--- src/rtl/tpb_pkg.sv ---
package tpb_pkg;
  localparam int NUM_ELEM = 6;

  typedef logic [2:0] elem_t;
  typedef enum logic [1:0] {ST_IDLE, ST_RUN, ST_DONE} run_st_t;

  // Element 0 only writes; element 5 only reads; the rest read then write.
  function automatic logic elem_reads(input elem_t e);
    return e != 3'd0;
  endfunction

  function automatic logic elem_writes(input elem_t e);
    return e <= 3'd4;
  endfunction

  function automatic logic elem_down(input elem_t e);
    return (e == 3'd3) || (e == 3'd4);
  endfunction

  // Background expected on reads: 1 in elements 2 and 4, else 0.
  function automatic logic elem_rd_bg(input elem_t e);
    return (e == 3'd2) || (e == 3'd4);
  endfunction

  // Background written: 1 in elements 1 and 3, else 0.
  function automatic logic elem_wr_bg(input elem_t e);
    return (e == 3'd1) || (e == 3'd3);
  endfunction
endpackage

--- src/rtl/tpb_seq.sv ---
module tpb_seq
  import tpb_pkg::*;
#(
  parameter int AW = 7
) (
  input  logic          clk,
  input  logic          rst_n,
  input  logic          start,
  output logic          running,
  output logic          finished,
  output logic          start_accept,
  output elem_t         elem,
  output logic [AW:0]   idx
);
  // idx runs 0 .. 2**AW; the last value is a drain step with no read.
  localparam logic [AW:0] DRAIN_IDX = (AW+1)'(1 << AW);
  localparam elem_t       LAST_ELEM = 3'(NUM_ELEM - 1);

  run_st_t st;

  assign running      = (st == ST_RUN);
  assign finished     = (st == ST_DONE);
  assign start_accept = start && (st != ST_RUN);

  always_ff @(posedge clk or negedge rst_n) begin
    if (!rst_n) begin
      st   <= ST_IDLE;
      elem <= '0;
      idx  <= '0;
    end else if (start_accept) begin
      st   <= ST_RUN;
      elem <= '0;
      idx  <= '0;
    end else if (st == ST_RUN) begin
      if (idx == DRAIN_IDX) begin
        idx <= '0;
        if (elem == LAST_ELEM) st <= ST_DONE;
        else                   elem <= elem + 3'd1;
      end else begin
        idx <= idx + 1'b1;
      end
    end
  end
endmodule

--- src/rtl/tpb_port.sv ---
module tpb_port
  import tpb_pkg::*;
#(
  parameter int AW = 7,
  parameter int DW = 25
) (
  input  logic          running,
  input  elem_t         elem,
  input  logic [AW:0]   idx,
  output logic          rd_fire,
  output logic          rd_csn,
  output logic [AW-1:0] rd_addr,
  output logic          exp_bg,
  output logic          wr_csn,
  output logic          wr_wen,
  output logic [AW-1:0] wr_addr,
  output logic [DW-1:0] wr_data
);
  // Step number to address: descending elements mirror the step.
  function automatic logic [AW-1:0] step_to_addr(input logic [AW:0] step, input logic down);
    return down ? ~step[AW-1:0] : step[AW-1:0];
  endfunction

  logic          rd_elem;
  logic          wr_fire;
  logic [AW:0]   wr_step;

  assign rd_elem = elem_reads(elem);
  assign rd_fire = running && rd_elem && !idx[AW];
  assign rd_addr = step_to_addr(idx, elem_down(elem));
  assign rd_csn  = !rd_fire;
  assign exp_bg  = elem_rd_bg(elem);

  // In read-then-write elements the write trails the read by one step.
  assign wr_step = rd_elem ? (idx - 1'b1) : idx;
  assign wr_fire = running && elem_writes(elem) &&
                   (rd_elem ? (idx != '0) : !idx[AW]);
  assign wr_addr = step_to_addr(wr_step, elem_down(elem));
  assign wr_csn  = !wr_fire;
  assign wr_wen  = !wr_fire;
  assign wr_data = {DW{elem_wr_bg(elem)}};
endmodule

--- src/rtl/tpb_cmp.sv ---
module tpb_cmp #(
  parameter int AW = 7,
  parameter int DW = 25
) (
  input  logic          clk,
  input  logic          rst_n,
  input  logic          clear,
  input  logic          rd_fire,
  input  logic [AW-1:0] rd_addr,
  input  logic          exp_bg,
  input  logic [DW-1:0] rd_data,
  output logic          cmp_valid,
  output logic          miscompare,
  output logic          fail,
  output logic [AW-1:0] fail_addr
);
  logic          cmp_bg;
  logic [AW-1:0] cmp_addr;

  // One pipeline stage between issuing a read and checking its word.
  always_ff @(posedge clk or negedge rst_n) begin
    if (!rst_n) begin
      cmp_valid <= 1'b0;
      cmp_bg    <= 1'b0;
      cmp_addr  <= '0;
    end else begin
      cmp_valid <= rd_fire;
      cmp_bg    <= exp_bg;
      cmp_addr  <= rd_addr;
    end
  end

  assign miscompare = cmp_valid && (rd_data != {DW{cmp_bg}});

  always_ff @(posedge clk or negedge rst_n) begin
    if (!rst_n) begin
      fail      <= 1'b0;
      fail_addr <= '0;
    end else if (clear) begin
      fail      <= 1'b0;
      fail_addr <= '0;
    end else if (miscompare && !fail) begin
      fail      <= 1'b1;
      fail_addr <= cmp_addr;
    end
  end
endmodule

--- src/rtl/tpb_ctrl.sv ---
module tpb_ctrl
  import tpb_pkg::*;
#(
  parameter int AW = 7,
  parameter int DW = 25
) (
  input  logic          clk,
  input  logic          rst_n,
  input  logic          start,
  output logic          done,
  output logic          fail,
  output logic [AW-1:0] fail_addr,
  output logic          rd_csn,
  output logic [AW-1:0] rd_addr,
  input  logic [DW-1:0] rd_data,
  output logic          wr_csn,
  output logic          wr_wen,
  output logic [AW-1:0] wr_addr,
  output logic [DW-1:0] wr_data
);
  logic        running;
  logic        start_accept;
  logic        rd_fire;
  logic        exp_bg;
  logic        cmp_valid;
  logic        miscompare;
  elem_t       elem;
  logic [AW:0] idx;

  tpb_seq #(.AW(AW)) u_seq (
    .clk(clk), .rst_n(rst_n), .start(start),
    .running(running), .finished(done), .start_accept(start_accept),
    .elem(elem), .idx(idx)
  );

  tpb_port #(.AW(AW), .DW(DW)) u_port (
    .running(running), .elem(elem), .idx(idx),
    .rd_fire(rd_fire), .rd_csn(rd_csn), .rd_addr(rd_addr), .exp_bg(exp_bg),
    .wr_csn(wr_csn), .wr_wen(wr_wen), .wr_addr(wr_addr), .wr_data(wr_data)
  );

  tpb_cmp #(.AW(AW), .DW(DW)) u_cmp (
    .clk(clk), .rst_n(rst_n), .clear(start_accept),
    .rd_fire(rd_fire), .rd_addr(rd_addr), .exp_bg(exp_bg), .rd_data(rd_data),
    .cmp_valid(cmp_valid), .miscompare(miscompare),
    .fail(fail), .fail_addr(fail_addr)
  );
endmodule

--- config.mk ---
export PLATFORM = sky130hd
export DESIGN_NAME = tpb_ctrl
export DESIGN_NICKNAME = d
export VERILOG_FILES = /design/src/rtl/tpb_pkg.sv /design/src/rtl/tpb_seq.sv /design/src/rtl/tpb_port.sv /design/src/rtl/tpb_cmp.sv /design/src/rtl/tpb_ctrl.sv
export SDC_FILE = /design/constraint.sdc
export NUM_CORES = 1
export LEC_CHECK = 0
export CORE_MARGIN = 2
export CORE_UTILIZATION = 55
export CTS_BUF_LIST = sky130_fd_sc_hd__clkbuf_8
export CTS_CLUSTER_DIAMETER = 150
export DETAILED_ROUTE_END_ITERATION = 7
export DONT_BUFFER_PORTS = 1
export PLACE_DENSITY = 0.8
export SYNTH_ARGS = -nofsm -noshare
export SYNTH_HDL_FRONTEND = slang
export SYNTH_HIERARCHICAL = 1
export SYNTH_SLANG_ARGS = --single-unit
--- constraint.sdc ---
create_clock -name clk -period 3.6 [get_ports clk]
set_input_delay 0.36 -clock clk [delete_from_list [all_inputs] [get_ports clk]]
set_output_delay 0.36 -clock clk [all_outputs]
set_load 0.1 [all_outputs]
==> results.md, run 1 <==
- Run status: completed
- Top library cells by usage in the layout, fill and taps aside: dfrtp_1, buf_4, nand2b_1
- Number of cell rows: 23
- Area of the mapped netlist: 2220 µm²
- Global route total overflow: 0
- Count of unresolved DRC violations after routing: 0
- Standard cell core area: 3940 µm²
- Antenna-violating nets left: 0
- Vias per Instance: 5.94
- Xor and xnor fraction of the mapped netlist area: 5.87%
- Buffers from clock root to sink, at most: 2
- Largest net degree at the start of global routing: 31
- RSZ-0062 raised after global routing: false
- Crit Path Class: reg2out
- Post-synthesis adder-cell area fraction: 3.38%
- Number of instances in the placed design: 274
- Reported max-cap violation count: 0
- WL per Instance: 15.7 µm
- Detailed Routing Iterations Pass 1: 4
- Most common library cell in the layout ignoring fill and taps: dfrtp_1
- Relative slew slack: 28.2%
- Clock slew at the register clock pins of the worst setup and hold paths: 0.06 ns
- H-tree levels: 2
- Logic depth of the worst register-to-register path: 4
- Worst setup slack before clock tree synthesis: 0.953 ns
- Endpoint arrival time on the critical path: 2.60 ns
- Unique cell type count in the Yosys netlist: 59
- Hold Path Depth: 1
- CTS Root Buffer Type: clkbuf_8
- Cell taking the most area after synthesis: dfrtp_1
- Tightest Hold Check Type: in2reg
- Fraction of final layout cells sized beyond drive strength 1: 27.0%
- Post-CTS Setup Repair Bufs: 0
- Reg2Reg Launch Point: u_seq/elem[2]
- Area delta synth->final: 11.0%
- Vias in the first global route: 1544
- Final instance count without filler cells: 283
- Total cell area at the placement stage: 2360 µm²
- Die extent in x: 67.5 µm
- Mean Syn Cell Area: 9.48 µm²
- Synth Instances: 234
- Startpoint class of the critical path: register
- Final worst clock skew: 0.00436 ns
- Count of pins on the block boundary: 79
- Fraction of synthesized cell area taken by the top area cell type: 33.8%
- Hold path start: start
- Die ar.: 4560 µm²
- Ys flop type: dfrtp_1
- Slack of the critical path: 0.642 ns
- Routed vias: 1682
- Synthesized netlist net count: 268
- Final Wtd Congestion: 0.854
- Achievable frequency: 338 MHz
- Highest net fanout along the worst path: 19
- Clock tree from TritonCTS: yes
- Final worst path period share: 82.2%
- Final core area utilization: 62.5%
- Count of final hold-check violations: 0
- Number of antenna violations at the first check in global routing: 0
- Final Routed Wirelength: 4430 µm
- Seq cells post-synth: 30
- Number of nets in the final layout: 267
- Number of sinks driven by the clock tree: 30
- IO buf count: 0
- Number of buffers added by the clock tree synthesis step: 5
- Kind of end point of the critical path: primary output
- Share of flip-flops with an asynchronous set or reset after synthesis: 100%
- Wire length of the first global-routing pass: 6770 µm
- Final setup violation count: 0
- Transition time of the tightest slew-check pin: 1.07 ns
- Setup slack on the worst flop-to-flop path: 1.62 ns
- Dominant combinational cell family by area after synthesis: simple AND/OR/NAND/NOR gates
- End of the worst hold path: u_seq/idx[1]
- Synth Area in Simple Gates: 25.2%
- Portion of netlist area occupied by mux cells: 7.84%
- DRC violation total after the first TritonRoute iteration: 92
- Area of all placed cells without fillers: 2460 µm²
- Final critical-path required period: 2.96 ns
- Most area-consuming cells after synthesis: dfrtp_1, buf_4, mux2i_1
- GRT Resource Usage Total: 20.0%
- Compound-cell area share of the yosys netlist: 11.4%
- Antenna cells: 0
- Synth warnings: 6
- Effective utilization at floorplan: 56.3%
- Number of max-slew violations in the final report: 0
- Reg-to-reg critical path endpoint: u_cmp/cmp_addr[5]
- Detailed placer's ending HPWL: 3210 µm
- Die height: 67.5 µm
- Latest clock arrival within the worst-skew pair: 0.28 ns
- Number of enable-type register cells in the synthesized netlist: 0
- Sequential fraction of the synthesis area: 33.8%
- Required @ worst endpoint: 3.24 ns
[cell type report]
type	instances	area, µm²
clock buffers	5	68.8
inverters	8	32.5
fillers	309	1480
clock inverters	2	7.51
well taps	50	62.6
repair buffers	24	233
multi-input cells	164	1310
flip-flops and latches	30	751
[state kept, by name (all words and copies together) (netlist names)]
name,cells
u_cmp/cmp_addr,7
u_cmp/cmp_bg,1
u_cmp/cmp_valid,1
u_cmp/fail,1
u_cmp/fail_addr,7
u_seq/elem,3
u_seq/idx,8
u_seq/st,2
[Yosys cell counts, types with 3 or more instances]
library cell and instances:
a21oi_1 7, and3_1 5, buf_4 26, buf_6 3
dfrtp_1 30, ha_1 6, inv_1 7, mux2_2 3
mux2i_1 14, nand2_1 12, nand2b_1 16, nand3_1 8
nand4_1 6, nor2_1 12, nor2b_1 4, nor3_1 5
nor4_1 7, o21ai_0 4, or3_1 3, xnor2_1 11
[metal layers]
| metal | share of wire (%) | vias to the layer above | global-route usage (%) |
|---|---|---|---|
| met2 | 47 | 71 | 34.9 |
| met3 | 7.0 | 10 | 4.83 |
| met4 | 2.2 | 0 | 9.44 |
| met1 | 43 | 796 | 22.8 |
| met5 | 0 | - | 0 |
| li1 | - | 805 | - |
[stage by stage]
stage	hold WS [ns]	setup TNS, ns
global route	0.174	0
global placement	0.0650	0
detailed placement	0.0650	0
finish	0.188	0
floorplan	0.0644	-0.115
CTS	0.168	0
[what timing repair did]
action                    4_1_cts  5_1_grt
resized for setup               0        0
hold endpoints to repair       30        0
hold buffers                    2        0
[worst max-delay path by stage]
stage                     cells after the start           from          to
final                                         6  u_seq/elem[2]  wr_addr[3]
after detailed placement                      6  u_seq/elem[2]  wr_addr[3]
after global routing                          6  u_seq/elem[2]  wr_addr[3]
after CTS                                     6  u_seq/elem[2]  wr_addr[3]
after global placement                        6  u_seq/elem[2]  wr_addr[5]
after floorplan                               5  u_seq/elem[1]  wr_addr[3]
[logic make-up (layout without fill, tap and decap cells)]
family,Yosys count,after routing
AOI/OAI and AO/OA,33,33
xor gates and xnor gates,14,14
adders and majority gates,6,6
buffers and inverters,40,39
DFF,30,30
muxes,17,17
and+or+nand+nor,94,94
[critical path, stage by stage (launching register included)]
cell and delay, ns:
dfrtp_1 0.78, nor2_2 0.15, a21oi_4 0.43, xnor2_2 0.16, buf_4 0.33, xor2_2 0.16
buf_4 0.30
Power of run 1 is left out: the tool's default activity adds up to more than one toggle a clock period on the data nets, which glitch-free logic cannot reach.
==> inputs of run 2 (changes only) <==
--- a/config.mk
+++ b/config.mk
@@ -5,13 +5,14 @@
 export SDC_FILE = /design/constraint.sdc
 export NUM_CORES = 1
 export LEC_CHECK = 0
+export ABC_AREA = 1
 export CORE_MARGIN = 2
 export CORE_UTILIZATION = 55
 export CTS_BUF_LIST = sky130_fd_sc_hd__clkbuf_8
 export CTS_CLUSTER_DIAMETER = 150
 export DETAILED_ROUTE_END_ITERATION = 7
 export DONT_BUFFER_PORTS = 1
-export PLACE_DENSITY = 0.8
+export PLACE_DENSITY = 0.83
 export SYNTH_ARGS = -nofsm -noshare
 export SYNTH_HDL_FRONTEND = slang
 export SYNTH_HIERARCHICAL = 1
==> constraint.sdc (replaced) <==
create_clock -name clk -period 2.42 [get_ports clk]
set_input_delay 0.242 -clock clk [delete_from_list [all_inputs] [get_ports clk]]
set_output_delay 0.242 -clock clk [all_outputs]
set_load 0.1 [all_outputs]
==> results.md, run 2 <==
- Run status: finished with violations (was completed)
- Violations in the final reports: setup timing
- Count of final hold-check violations: 0 (unchanged)
- Kind of cell adding the most delay to the critical path: buffers and inverters (was flip-flops)
- Vias per Instance: 5.11 (was 5.94)
- Detailed placer's ending HPWL: 3470 µm (was 3210 µm)
- CTS Root Buffer Type: clkbuf_8 (unchanged)
- DRC violation total after the first TritonRoute iteration: 104 (was 92)
- Highest net fanout along the worst path: 17 (was 19)
- Hold path start: start (unchanged)
- Final core area utilization: 69.3% (was 62.5%)
- Wire length of the first global-routing pass: 7550 µm (was 6770 µm)
- Number of max-slew violations in the final report: 0 (unchanged)
- Combined buffer and inverter count along the critical path: 3 (was 2)
- Crit Path Class: reg2out (unchanged)
- Number of sinks driven by the clock tree: 30 (unchanged)
- Relative slew slack: 45.1% (was 28.2%)
- Die extent in x: 68.3 µm (was 67.5 µm)
- Final Wtd Congestion: 0.884 (was 0.854)
- Series of cell instances along the critical path: inv_2, nor2_4, buf_16, buf_16 (was nor2_2, a21oi_4, xnor2_2, buf_4, xor2_2, buf_4)
- Standard cell core area: 4000 µm² (was 3940 µm²)
- H-tree levels: 2 (unchanged)
- Biggest registers after layout: u_seq/idx (8), u_cmp/cmp_addr (7), u_cmp/fail_addr (7) (unchanged)
- GRT Resource Usage Total: 21.7% (was 20.0%)
- Delay contributed by the slowest stage of the critical path: 1.11 ns (was 0.78 ns)
- Endpoint arrival time on the critical path: 2.36 ns (was 2.60 ns)
- RSZ-0062 raised after global routing: true (was false)
- Transition time of the tightest slew-check pin: 0.824 ns (was 1.07 ns)
- Final Routed Wirelength: 4600 µm (was 4430 µm)
- Detailed Routing Iterations Pass 1: 4 (unchanged)
- Required @ worst endpoint: 2.18 ns (was 3.24 ns)
- Fill cell count: 305 (was 309)
- Count of unresolved DRC violations after routing: 0 (unchanged)
- Area delta synth->final: 21.9% (was 11.0%)
- Most common library cell in the layout ignoring fill and taps: nand2_1 (was dfrtp_1)
- Tightest Hold Check Type: in2reg (unchanged)
- IO buf count: 0 (unchanged)
- Final worst path period share: 108%
- Mean Syn Cell Area: 6.96 µm² (was 9.48 µm²)
- Kind of end point of the critical path: primary output (unchanged)
- Reg-to-reg critical path endpoint: u_cmp/cmp_addr[3] (was u_cmp/cmp_addr[5])
- Latest clock arrival within the worst-skew pair: 0.29 ns (was 0.28 ns)
- Final critical-path required period: 2.60 ns
- Top library cells by usage in the layout, fill and taps aside: nand2_1, inv_1, nor2_1 (was dfrtp_1, buf_4, nand2b_1)
- Setup slack on the worst flop-to-flop path: 0.63 ns (was 1.62 ns)
- Number of instances in the placed design: 383 (was 274)
- Startpoint class of the critical path: register (unchanged)
- Synth warnings: 6 (unchanged)
- Register containing the most flip-flops in the final layout: u_seq/idx (unchanged)
- Die ar.: 4670 µm² (was 4560 µm²)
- Number of antenna violations at the first check in global routing: 0 (unchanged)
- Cell at the slowest stage of the critical path: buf_16 (was dfrtp_1)
- Global route total overflow: 0 (unchanged)
- Number of nets in the final layout: 379 (was 267)
- Clock tree from TritonCTS: yes (unchanged)
- Area of the mapped netlist: 2280 µm² (was 2220 µm²)
- Number of cell rows: 23 (unchanged)
- Reported max-cap violation count: 0 (unchanged)
- Hold Path Depth: 2 (was 1)
- Clock slew at the register clock pins of the worst setup and hold paths: 0.06 ns (about the same)
- Number of flip-flops in the largest register: 8 (unchanged)
- Final setup violation count: 4 (was 0)
- Synth Instances: 327 (was 234)
- Antenna-violating nets left: 0 (unchanged)
- Antenna cells: 0 (unchanged)
- Number of buffers added by the clock tree synthesis step: 5 (unchanged)
- Die height: 68.3 µm (was 67.5 µm)
- Vias in the first global route: 1891 (was 1544)
- Buffers from clock root to sink, at most: 2 (unchanged)
- Count of pins on the block boundary: 79 (unchanged)
- Synthesized netlist net count: 361 (was 268)
- Final instance count without filler cells: 396 (was 283)
- Logic depth of the worst register-to-register path: 8 (was 4)
- Slack of the critical path: -0.185 ns (was 0.642 ns)
- Fraction of final layout cells sized beyond drive strength 1: 22.3% (was 27.0%)
- Final worst clock skew: 0.0138 ns (was 0.00436 ns)
- Reg2Reg Launch Point: u_seq/elem[0] (was u_seq/elem[2])
- Effective utilization at floorplan: 56.9% (was 56.3%)
- Routed vias: 2025 (was 1682)
- WL per Instance: 11.6 µm (was 15.7 µm)
- Cell seen most often among critical-path stages: buf_16 (was buf_4)
- Achievable frequency: 384 MHz
- Largest net degree at the start of global routing: 31 (unchanged)
- End of the worst hold path: u_seq/st[0] (was u_seq/idx[1])
-- run 2: timing repair --
item,4_1_cts,5_1_grt
hold buffers,2,0
setup endpoints to repair,7,10
setup buffers,1,2
gates resized for setup,6,3
pin swaps,1,0
gates cloned,0,0
hold endpoints to repair,30,0
-- run 2: worst register-to-register path, cell delays in order (launching register included) --
cell and delay (ns):
dfrtp_1 0.39, buf_4 0.13, buf_4 0.15, nor2_1 0.17, nand2_1 0.16, nand2_4 0.19
nand2_1 0.10, nand2_1 0.09, buf_4 0.29
-- run 2: stage by stage --
step | TNS [ns] | worst slack (ns) | hold WS [ns] | instance area (µm²)
final | -0.736 | -0.185 | 0.188 | 2770
after global routing | -1.17 | -0.256 | 0.189 | 2770
after CTS | -0.688 | -0.173 | 0.180 | 2750
after detailed placement | 0 | 0.0102 | -0.0528 | 2550
after global placement | 0 | 0.0149 | -0.0529 | 2550
after floorplan | -1.75 | -0.214 | -0.0536 | 2340
-- run 2: worst max-delay path by stage --
stage                        startpoint          to  slack [ns]  depth (start not counted)
after floorplan           u_seq/elem[0]      wr_wen       -0.21                          6
after global placement    u_seq/elem[2]  wr_data[0]        0.01                          3
after detailed placement  u_seq/elem[2]  wr_data[6]        0.01                          3
after CTS                 u_seq/elem[0]  wr_data[0]       -0.17                          4
after global routing      u_seq/elem[0]  wr_data[0]       -0.26                          4
final                     u_seq/elem[0]  wr_data[0]       -0.18                          4
-- run 2: routing by layer --
layer / part of all wire [%] / wire length [µm] / track usage [%]
met1: 38 / 1760 / 22.5
met3: 7.6 / 351 / 6.91
met4: 1.5 / 68 / 8.25
met2: 53 / 2420 / 40.4
met5: 0 / 0 / 0
-- run 2: area by class of cell --
cell class                 instances  area, µm²  area share [%]
clock buffer                       6       82.6            2.98
clock inverter                     2       60.1            2.17
inverter                          46        181            6.54
multi-input combinational        223       1190            42.9
sequential                        30        751            27.1
tap                               50       62.6            2.26
timing repair buffer              39        445            16.1
Power of run 2 is left out for the same reason.
